==> src/rtl/exp_io_decoder.sv <==
module exp_io_decoder #(
  parameter int DLY = 2,
  parameter bit READ_MUX = 1'b0
) (
  input  logic        clk,
  input  logic        rst_n,
  input  logic [15:0] bus_addr,
  input  logic        bus_rw,
  input  logic        bus_phi2,
  input  logic        bus_ba,
  input  logic        bus_mux,
  input  logic        base_sel,
  input  logic        port_off,
  output logic        cs_n,
  output logic [1:0]  reg_idx,
  output logic        buf_oe_n,
  output logic        rd_pulse,
  output logic        wr_pulse
);
  localparam int SW = 22;

  logic [SW-1:0] s1, s2;
  wire  [SW-1:0] raw = {bus_addr, bus_rw, bus_phi2, bus_ba, bus_mux, base_sel, port_off};

  always_ff @(posedge clk or negedge rst_n)
    if (!rst_n) begin
      s1 <= '0;
      s2 <= '0;
    end else begin
      s1 <= raw;
      s2 <= s1;
    end

  wire [15:0] a_s   = s2[21:6];
  wire        rw_s  = s2[5];
  wire        phi_s = s2[4];
  wire        ba_s  = s2[3];
  wire        mux_s = s2[2];
  wire        bse_s = s2[1];
  wire        off_s = s2[0];

  logic phi_dly;
  generate
    if (DLY == 0) begin : g_nodly
      assign phi_dly = phi_s;
    end else begin : g_dly
      logic [DLY-1:0] dl;
      always_ff @(posedge clk or negedge rst_n)
        if (!rst_n) dl <= '0;
        else begin
          dl[0] <= phi_s;
          for (int i = 1; i < DLY; i++) dl[i] <= dl[i-1];
        end
      assign phi_dly = dl[DLY-1];
    end
  endgenerate

  wire [6:0] pat = bse_s ? 7'b1011001 : 7'b1011111;
  wire hit = ~off_s & (&a_s[15:11]) & (a_s[10:4] == pat) & (a_s[3:2] == 2'b00);
  wire rd_gate = READ_MUX ? ~mux_s : phi_dly;
  wire rd_qual = hit & rw_s & ba_s & rd_gate;
  wire wr_qual = hit & ~rw_s & phi_s;
  wire sel = rd_qual | wr_qual;

  logic armed, sel_q;
  logic [1:0] idx_q;

  assign cs_n     = ~sel;
  assign buf_oe_n = ~hit;
  assign reg_idx  = (sel & ~sel_q) ? a_s[1:0] : idx_q;
  assign rd_pulse = rd_qual & armed;
  assign wr_pulse = wr_qual & armed;

  always_ff @(posedge clk or negedge rst_n)
    if (!rst_n) begin
      armed <= 1'b1;
      sel_q <= 1'b0;
      idx_q <= 2'b00;
    end else begin
      sel_q <= sel;
      idx_q <= reg_idx;
      if (rd_pulse | wr_pulse) armed <= 1'b0;
      else if (!phi_s && !sel) armed <= 1'b1;
    end

  p_single_pulse_r9: assert property (@(posedge clk) disable iff (!rst_n)
    (rd_pulse | wr_pulse) |=> !(rd_pulse | wr_pulse));
  p_excl_pulse_r9: assert property (@(posedge clk) disable iff (!rst_n)
    !(rd_pulse && wr_pulse));
  p_cs_in_window_r5: assert property (@(posedge clk) disable iff (!rst_n)
    !cs_n |-> !buf_oe_n);
  p_pulse_with_cs_r6: assert property (@(posedge clk) disable iff (!rst_n)
    (rd_pulse | wr_pulse) |-> !cs_n);
  p_idx_hold_r4: assert property (@(posedge clk) disable iff (!rst_n)
    (!cs_n && $past(!cs_n)) |-> $stable(reg_idx));
endmodule

==> config.mk <==
export PLATFORM = sky130hd
export DESIGN_NAME = exp_io_decoder
export DESIGN_NICKNAME = d
export VERILOG_FILES = /design/src/rtl/exp_io_decoder.sv
export SDC_FILE = /design/constraint.sdc
export NUM_CORES = 1
export LEC_CHECK = 0
export ABC_CLOCK_PERIOD_IN_PS = 2600
export CORE_MARGIN = 3
export CORE_UTILIZATION = 47
export DETAILED_ROUTE_END_ITERATION = 16
export PLACE_DENSITY = 0.75
export SYNTH_ARGS = -nofsm -noshare
export SYNTH_HDL_FRONTEND = slang
export SYNTH_SLANG_ARGS = --single-unit
==> constraint.sdc <==
create_clock -name clk -period 2.6 [get_ports clk]
set_input_delay 0.52 -clock clk [delete_from_list [all_inputs] [get_ports clk]]
set_output_delay 0.52 -clock clk [all_outputs]
set_load 0.02 [all_outputs]
Yosys cells after proc, flatten, opt, wreduce, memory -nomap -nowiden. Index checks and enable logic that the tools add are counted.

Multiplexer cells: 4. Bitwise operators: 18. Equal/unequal tests: 1. Reductions and logical operators: 6.

Operators by type and width (count): $and 1x1->1 (11); $eq 7x7->1 (1); $not 1->1 (5); $reduce_and 5->1 (1); $mux 3 (1); $logic_not 1->1 (2); $logic_not 2->1 (1); $mux 1 (2); $mux 2 (1); $or 1x1->1 (2); $reduce_bool 2->1 (1); $logic_and 1x1->1 (1).

Output and inout port bits: 6. Bits of input ports: 24. Word-level logic and storage cells: 35. Flip-flop bits (word level): 50.

Longest topological paths before layout. Gate-level depths: netlist of run 1.

Depth in word-level cells: 12. Gate-level depth with buffers: 4. Gate-level depth less buffers: 4.

Worst setup path before layout of run 1. No wires, ideal clock.

Path kind: flip-flop to output port. From: reg s2[15]. To: out rd_pulse. Arrival time: 1.790 ns. Stages on the path, launching flop included: 4. Data required time: 2.080 ns. Path buffers: 0. Setup slack: 0.290 ns. Cell sequence: dfrtp_1 nand4b_1 or4_4 nor4_1.

Word-level cells in the longest chain between the ends: 7.

RTL lines: start, declared (RTL line 22) `logic [SW-1:0] s1, s2;`; start signal, assigned (RTL line 28) `s2 <= '0;`; start signal, assigned (RTL line 31) `s2 <= s1;`; $eq 7x7->1 (RTL line 59) `wire hit = ~off_s & (&a_s[15:11]) & (a_s[10:4] == pat) & (a_s[3:2] == 2'b00);`; $and 1x1->1 (2 in series) (RTL line 59); $and 1x1->1 (3 in series) (RTL line 61) `wire rd_qual = hit & rw_s & ba_s & rd_gate;`; $and 1x1->1 (RTL line 71) `assign rd_pulse = rd_qual & armed;`; end, declared (RTL line 17) `output logic rd_pulse,`.

Every way passes these cells.

Worst setup path after layout of run 1.
From: reg s2[9]. To: out reg_idx[0].

Word-level cells in the longest chain between the ends: 8. Elaborated cells between the ends (all ways): 10. Those cells by class: mux: 1; bitwise: 8; reduce/logical: 1.

RTL lines: $logic_not 2->1 (*) (RTL line 59); $and 1x1->1 (*) (RTL line 59); $and 1x1->1 (3 in series) (RTL line 61); $or 1x1->1 (*) (RTL line 63) `wire sel = rd_qual | wr_qual;`; $and 1x1->1 (*) (RTL line 70) `assign reg_idx = (sel & ~sel_q) ? a_s[1:0] : idx_q;`; $mux 2 (*) (RTL line 70); end, declared (RTL line 15) `output logic [1:0] reg_idx,`.

Every way passes the cells marked *; elsewhere a longest branch is shown, timed or not.

==> flow_summary.html, run 1 <==
<table>
<tr><th>Metric</th><th>Value</th></tr>
<tr><th colspan="2">Synth</th></tr>
<tr><td>Synth Warn #</td><td>0</td></tr>
<tr><td>Number of synthesized register bits</td><td>48</td></tr>
<tr><td>Largest cells by area after synthesis</td><td>sky130_fd_sc_hd__dfrtp_1 86%, sky130_fd_sc_hd__dfstp_2 1.9%, sky130_fd_sc_hd__mux2_1 1.7%, sky130_fd_sc_hd__nor4_4 1.6%, sky130_fd_sc_hd__nor2b_1 0.92%</td></tr>
<tr><td>Post-synthesis cell area</td><td>1361 um^2</td></tr>
<tr><td>Fraction of post-synthesis cell area in the top cell type by area</td><td>86.40%</td></tr>
<tr><td>Post-synthesis instance total</td><td>70</td></tr>
<tr><td>Cell type contributing the most total cell area after synthesis</td><td>sky130_fd_sc_hd__dfrtp_1</td></tr>
<tr><td>Mean instance size in the synthesized netlist</td><td>19.45 um^2</td></tr>
<tr><td>Share of the yosys chip area belonging to registers</td><td>88.33%</td></tr>
<tr><td>Syn nets</td><td>94</td></tr>
<tr><td>Distinct cell type count of the synthesized netlist</td><td>17</td></tr>
<tr><th colspan="2">Setup path</th></tr>
<tr><td>Critical path class</td><td>register to primary output</td></tr>
<tr><td>Kind of start point of the critical path</td><td>register</td></tr>
<tr><td>List of cells traversed by the critical path</td><td>nand4bb_1, or4_4, nor4_4, mux2_4, buf_6</td></tr>
<tr><td>Delay of the slowest cell on the worst path</td><td>0.52 ns</td></tr>
<tr><td>Endpoint required time on the critical path</td><td>2.08 ns</td></tr>
<tr><td>CP max stage cell</td><td>sky130_fd_sc_hd__or4_4</td></tr>
<tr><td>Category of the worst setup path capture point</td><td>primary output</td></tr>
<tr><td>Crit-path max FO</td><td>2</td></tr>
<tr><td>Data arrival at the endpoint of the critical path</td><td>2.24 ns</td></tr>
<tr><th colspan="2">Routing</th></tr>
<tr><td>Drt drc</td><td>0</td></tr>
<tr><td>WL final</td><td>1.609 mm</td></tr>
<tr><td>Avg WL per Cell</td><td>11.49 um</td></tr>
<tr><td>Average via count per standard cell</td><td>4.736</td></tr>
<tr><td>Highest signal layer in the routed design</td><td>met4</td></tr>
<tr><td>Routed length on met3</td><td>156 um</td></tr>
<tr><td>Routed met1 length</td><td>491 um</td></tr>
<tr><td>Via Count</td><td>663</td></tr>
<tr><td>Iteration-0 DRC count of the detailed router</td><td>9</td></tr>
<tr><td>WL met2</td><td>902 um</td></tr>
<tr><td>Number of optimization iterations in the first detailed-route pass</td><td>2</td></tr>
<tr><td>Final ANT Viol Nets</td><td>0</td></tr>
<tr><th colspan="2">Die</th></tr>
<tr><td>Initial Utilization</td><td>52.11%</td></tr>
<tr><td>DIE HEIGHT</td><td>59.82 um</td></tr>
<tr><td>Placement Rows</td><td>18</td></tr>
<tr><td>Placeable core region</td><td>2613 um^2</td></tr>
<tr><td>Die span in x</td><td>59.82 um</td></tr>
<tr><td>Number of top-level pins</td><td>30</td></tr>
<tr><td>DIE AREA</td><td>3578 um^2</td></tr>
<tr><th colspan="2">Placement</th></tr>
<tr><td>Global placer's final weighted congestion</td><td>0.7580</td></tr>
<tr><td>Total of buffers placed on input and output ports</td><td>28</td></tr>
<tr><td>DP Area</td><td>1697 um^2</td></tr>
<tr><td>Pre-CTS setup slack</td><td>-0.2290 ns</td></tr>
<tr><td>Final HPWL DP</td><td>1.143 mm</td></tr>
<tr><th colspan="2">Timing</th></tr>
<tr><td>Setup repair after global routing missed its margin</td><td>yes</td></tr>
<tr><td>Actual slew at the worst max-slew pin</td><td>0.9500 ns</td></tr>
<tr><td>Minimum clock period after layout</td><td>2.761 ns</td></tr>
<tr><td>Slew headroom</td><td>36.67%</td></tr>
<tr><td>Setup-violating endpoint count in the final report</td><td>4</td></tr>
<tr><td>Final clock skew</td><td>0.004204 ns</td></tr>
<tr><td>Period Utilization, post-route</td><td>106.2%</td></tr>
<tr><td>Slew Limit Fails</td><td>0</td></tr>
<tr><td>Endpoints failing hold</td><td>0</td></tr>
<tr><td>Worst setup slack after layout</td><td>-0.1611 ns</td></tr>
<tr><td>Setup TNS</td><td>-0.3708 ns</td></tr>
<tr><td>Maximum achievable frequency</td><td>362.2 MHz</td></tr>
<tr><th colspan="2">Global routing</th></tr>
<tr><td>GR Util All Layers</td><td>11.03%</td></tr>
<tr><td>Global-route wire length before repair</td><td>2.587 mm</td></tr>
<tr><td>Vias in the first global route</td><td>663</td></tr>
<tr><td>Global route total overflow</td><td>0</td></tr>
<tr><td>Pin count of the biggest net entering global routing</td><td>49</td></tr>
<tr><td>Antenna violations before repair</td><td>0</td></tr>
<tr><th colspan="2">Clock network</th></tr>
<tr><td>CTS tree</td><td>done</td></tr>
<tr><td>Hold bufs inserted after CTS</td><td>0</td></tr>
<tr><td>Num Clock Sinks</td><td>48</td></tr>
<tr><td>CTS root buffer</td><td>sky130_fd_sc_hd__clkbuf_4</td></tr>
<tr><td>H-tree depth</td><td>2</td></tr>
<tr><td>Latest clock arrival within the worst-skew pair</td><td>0.34 ns</td></tr>
<tr><td>Bufs on Longest Clock Path</td><td>2</td></tr>
<tr><td>Num CTS Buffers</td><td>5</td></tr>
<tr><td>CTS clk-pin slew, worst paths</td><td>0.12 ns</td></tr>
<tr><th colspan="2">Layout</th></tr>
<tr><td>Fill cell total of the finished layout</td><td>198</td></tr>
<tr><td>Number of inserted diodes</td><td>0</td></tr>
<tr><td>Share of layout cells above drive strength 1</td><td>22.73%</td></tr>
<tr><td>Signed area change from the synthesized netlist to the final layout</td><td>30.79%</td></tr>
<tr><td>Post-Layout Inst Area</td><td>1780 um^2</td></tr>
<tr><td>NumNets Final</td><td>133</td></tr>
<tr><th colspan="2">Job</th></tr>
<tr><td>Max Cap Violations</td><td>0</td></tr>
<tr><th colspan="2">Pwr</th></tr>
<tr><td>Worst vdd rail ir drop</td><td>0.0005704 V</td></tr>
<tr><td>Leakage power</td><td>0.7986 nW</td></tr>
<tr><td>P per Cell Area</td><td>662.8 nW/um^2</td></tr>
<tr><th colspan="2">Status</th></tr>
<tr><td>Status</td><td>complete, but fails checks</td></tr>
<tr><td>Failing checks</td><td>setup timing</td></tr>
<tr><th colspan="2">Min path</th></tr>
<tr><td>Hold crit path type</td><td>input pin to asynchronous set/reset pin</td></tr>
</table>
[critical path, delay by kind of cell (launching register included)]
family	cells	cell delay (ns)
simple gates	3	1.05
flops	1	0.38
mux	1	0.34
buf+inv	1	0.13
[final timing paths]
path / cells past startpoint / end / start / slack, ns
worst max-delay path: 5 / reg_idx[0] / s2[9] / -0.16
worst min-delay path: 1 / s2[1] / rst_n / 0.31
worst max register to register: 5 / idx_q[1] / s2[9] / 0.61
worst min register to register: 0 / s2[15] / s1[15] / 0.36
max in group asynchronous: 1 / s1[7] / rst_n / 1.71
min in group clk: 0 / s2[15] / s1[15] / 0.36
[cell type report]
cell class / instances / area [um^2] / share of cell area [%]
Clock buffer: 6 / 51.30 / 2.881
Timing Repair Buffer: 32 / 296.5 / 16.65
Clock inverter: 2 / 15.01 / 0.8433
Tap cell: 30 / 37.54 / 2.108
Sequential cell: 48 / 1202 / 67.53
Inverter: 3 / 11.26 / 0.6325
Multi-Input combinational cell: 19 / 166.4 / 9.346
[where the power goes]
part | switching [mW] | internal, mW | leakage, nW
Sequential | 0.00910 | 0.780 | 0.565
Combinational | 0.0220 | 0.0315 | 0.203
Clock | 0.206 | 0.131 | 0.0305
Total | 0.237 | 0.943 | 0.799
[per-stage QoR]
stage | instances | hold WS [ns] | utilization [%] | total power [mW]
CTS | 139 | 0.3279 | 67.77 | 1.201
detailed placement | 131 | 0.3363 | 64.94 | 0.8588
global placement | 131 | 0.3337 | 64.94 | 0.8551
floorplan | 70 | 0.2244 | - | 0.8091
global route | 140 | 0.3684 | 68.15 | 1.241
finish | 140 | 0.3144 | 68.15 | 1.180
[cells in the final DEF, fill, tap and decap left out, types with 2 or more instances in the layout]
master / instances
sky130_fd_sc_hd__inv_1: 3
sky130_fd_sc_hd__nor2_1: 2
sky130_fd_sc_hd__buf_4: 5
sky130_fd_sc_hd__a21oi_1: 2
sky130_fd_sc_hd__buf_6: 2
sky130_fd_sc_hd__nand3_1: 2
sky130_fd_sc_hd__dfrtp_1: 47
sky130_fd_sc_hd__buf_2: 2
sky130_fd_sc_hd__clkinvlp_4: 2
sky130_fd_sc_hd__clkdlybuf4s50_1: 21
sky130_fd_sc_hd__clkbuf_4: 5
sky130_fd_sc_hd__mux2_4: 2
sky130_fd_sc_hd__nor2b_1: 2
[Yosys cell counts]
cell and n:
sky130_fd_sc_hd__nor2b_1 2, sky130_fd_sc_hd__and3b_1 1, sky130_fd_sc_hd__nand3_1 2, sky130_fd_sc_hd__dfrtp_1 47
sky130_fd_sc_hd__nor3_1 1, sky130_fd_sc_hd__a21oi_1 2, sky130_fd_sc_hd__nor4_4 1, sky130_fd_sc_hd__and3_1 1
sky130_fd_sc_hd__nand4bb_1 1, sky130_fd_sc_hd__dfstp_2 1, sky130_fd_sc_hd__nor4_1 1, sky130_fd_sc_hd__mux2_1 2
sky130_fd_sc_hd__inv_1 3, sky130_fd_sc_hd__nor2_1 2, sky130_fd_sc_hd__nand4b_1 1, sky130_fd_sc_hd__nand2b_1 1
sky130_fd_sc_hd__or4_4 1
[logic make-up after synthesis]
| kind of cell | after synthesis | share of synthesized area (%) |
|---|---|---|
| AOI/OAI and AO/OA | 2 | 0.7353 |
| buffers and inverters | 3 | 0.8271 |
| DFF | 48 | 88.33 |
| muxes | 2 | 1.654 |
| and+or+nand+nor | 15 | 8.457 |
[state kept, by name, summed over array words and instances (netlist names)]
signal    flops
s1           21
s2           21
g_dly.dl      2
idx_q         2
armed         1
sel_q         1
[layer usage]
metal	vias up	GRT usage (%)
met5	-	0
met4	0	9.494
met3	6	5.184
met2	27	19.14
met1	322	9.024
li1	308	-
[timing repair]
| item | CTS | global route |
|---|---|---|
| pin swaps | 3 | 2 |
| cloned | 0 | 0 |
| gates resized for setup | 29 | 3 |
| setup endpoints to repair | 6 | 6 |
| setup buffers | 0 | 1 |
Note: power is estimated with default switching activity, not from simulation.
==> run 2, diff against run 1 <==
--- a/config.mk
+++ b/config.mk
@@ -9,6 +9,7 @@
 export CORE_MARGIN = 3
 export CORE_UTILIZATION = 47
 export DETAILED_ROUTE_END_ITERATION = 16
+export HOLD_SLACK_MARGIN = 0.02
 export PLACE_DENSITY = 0.75
 export SYNTH_ARGS = -nofsm -noshare
 export SYNTH_HDL_FRONTEND = slang
==> results of run 2 <==
The final DEF is identical to that of run 1; final timing and power are the same.
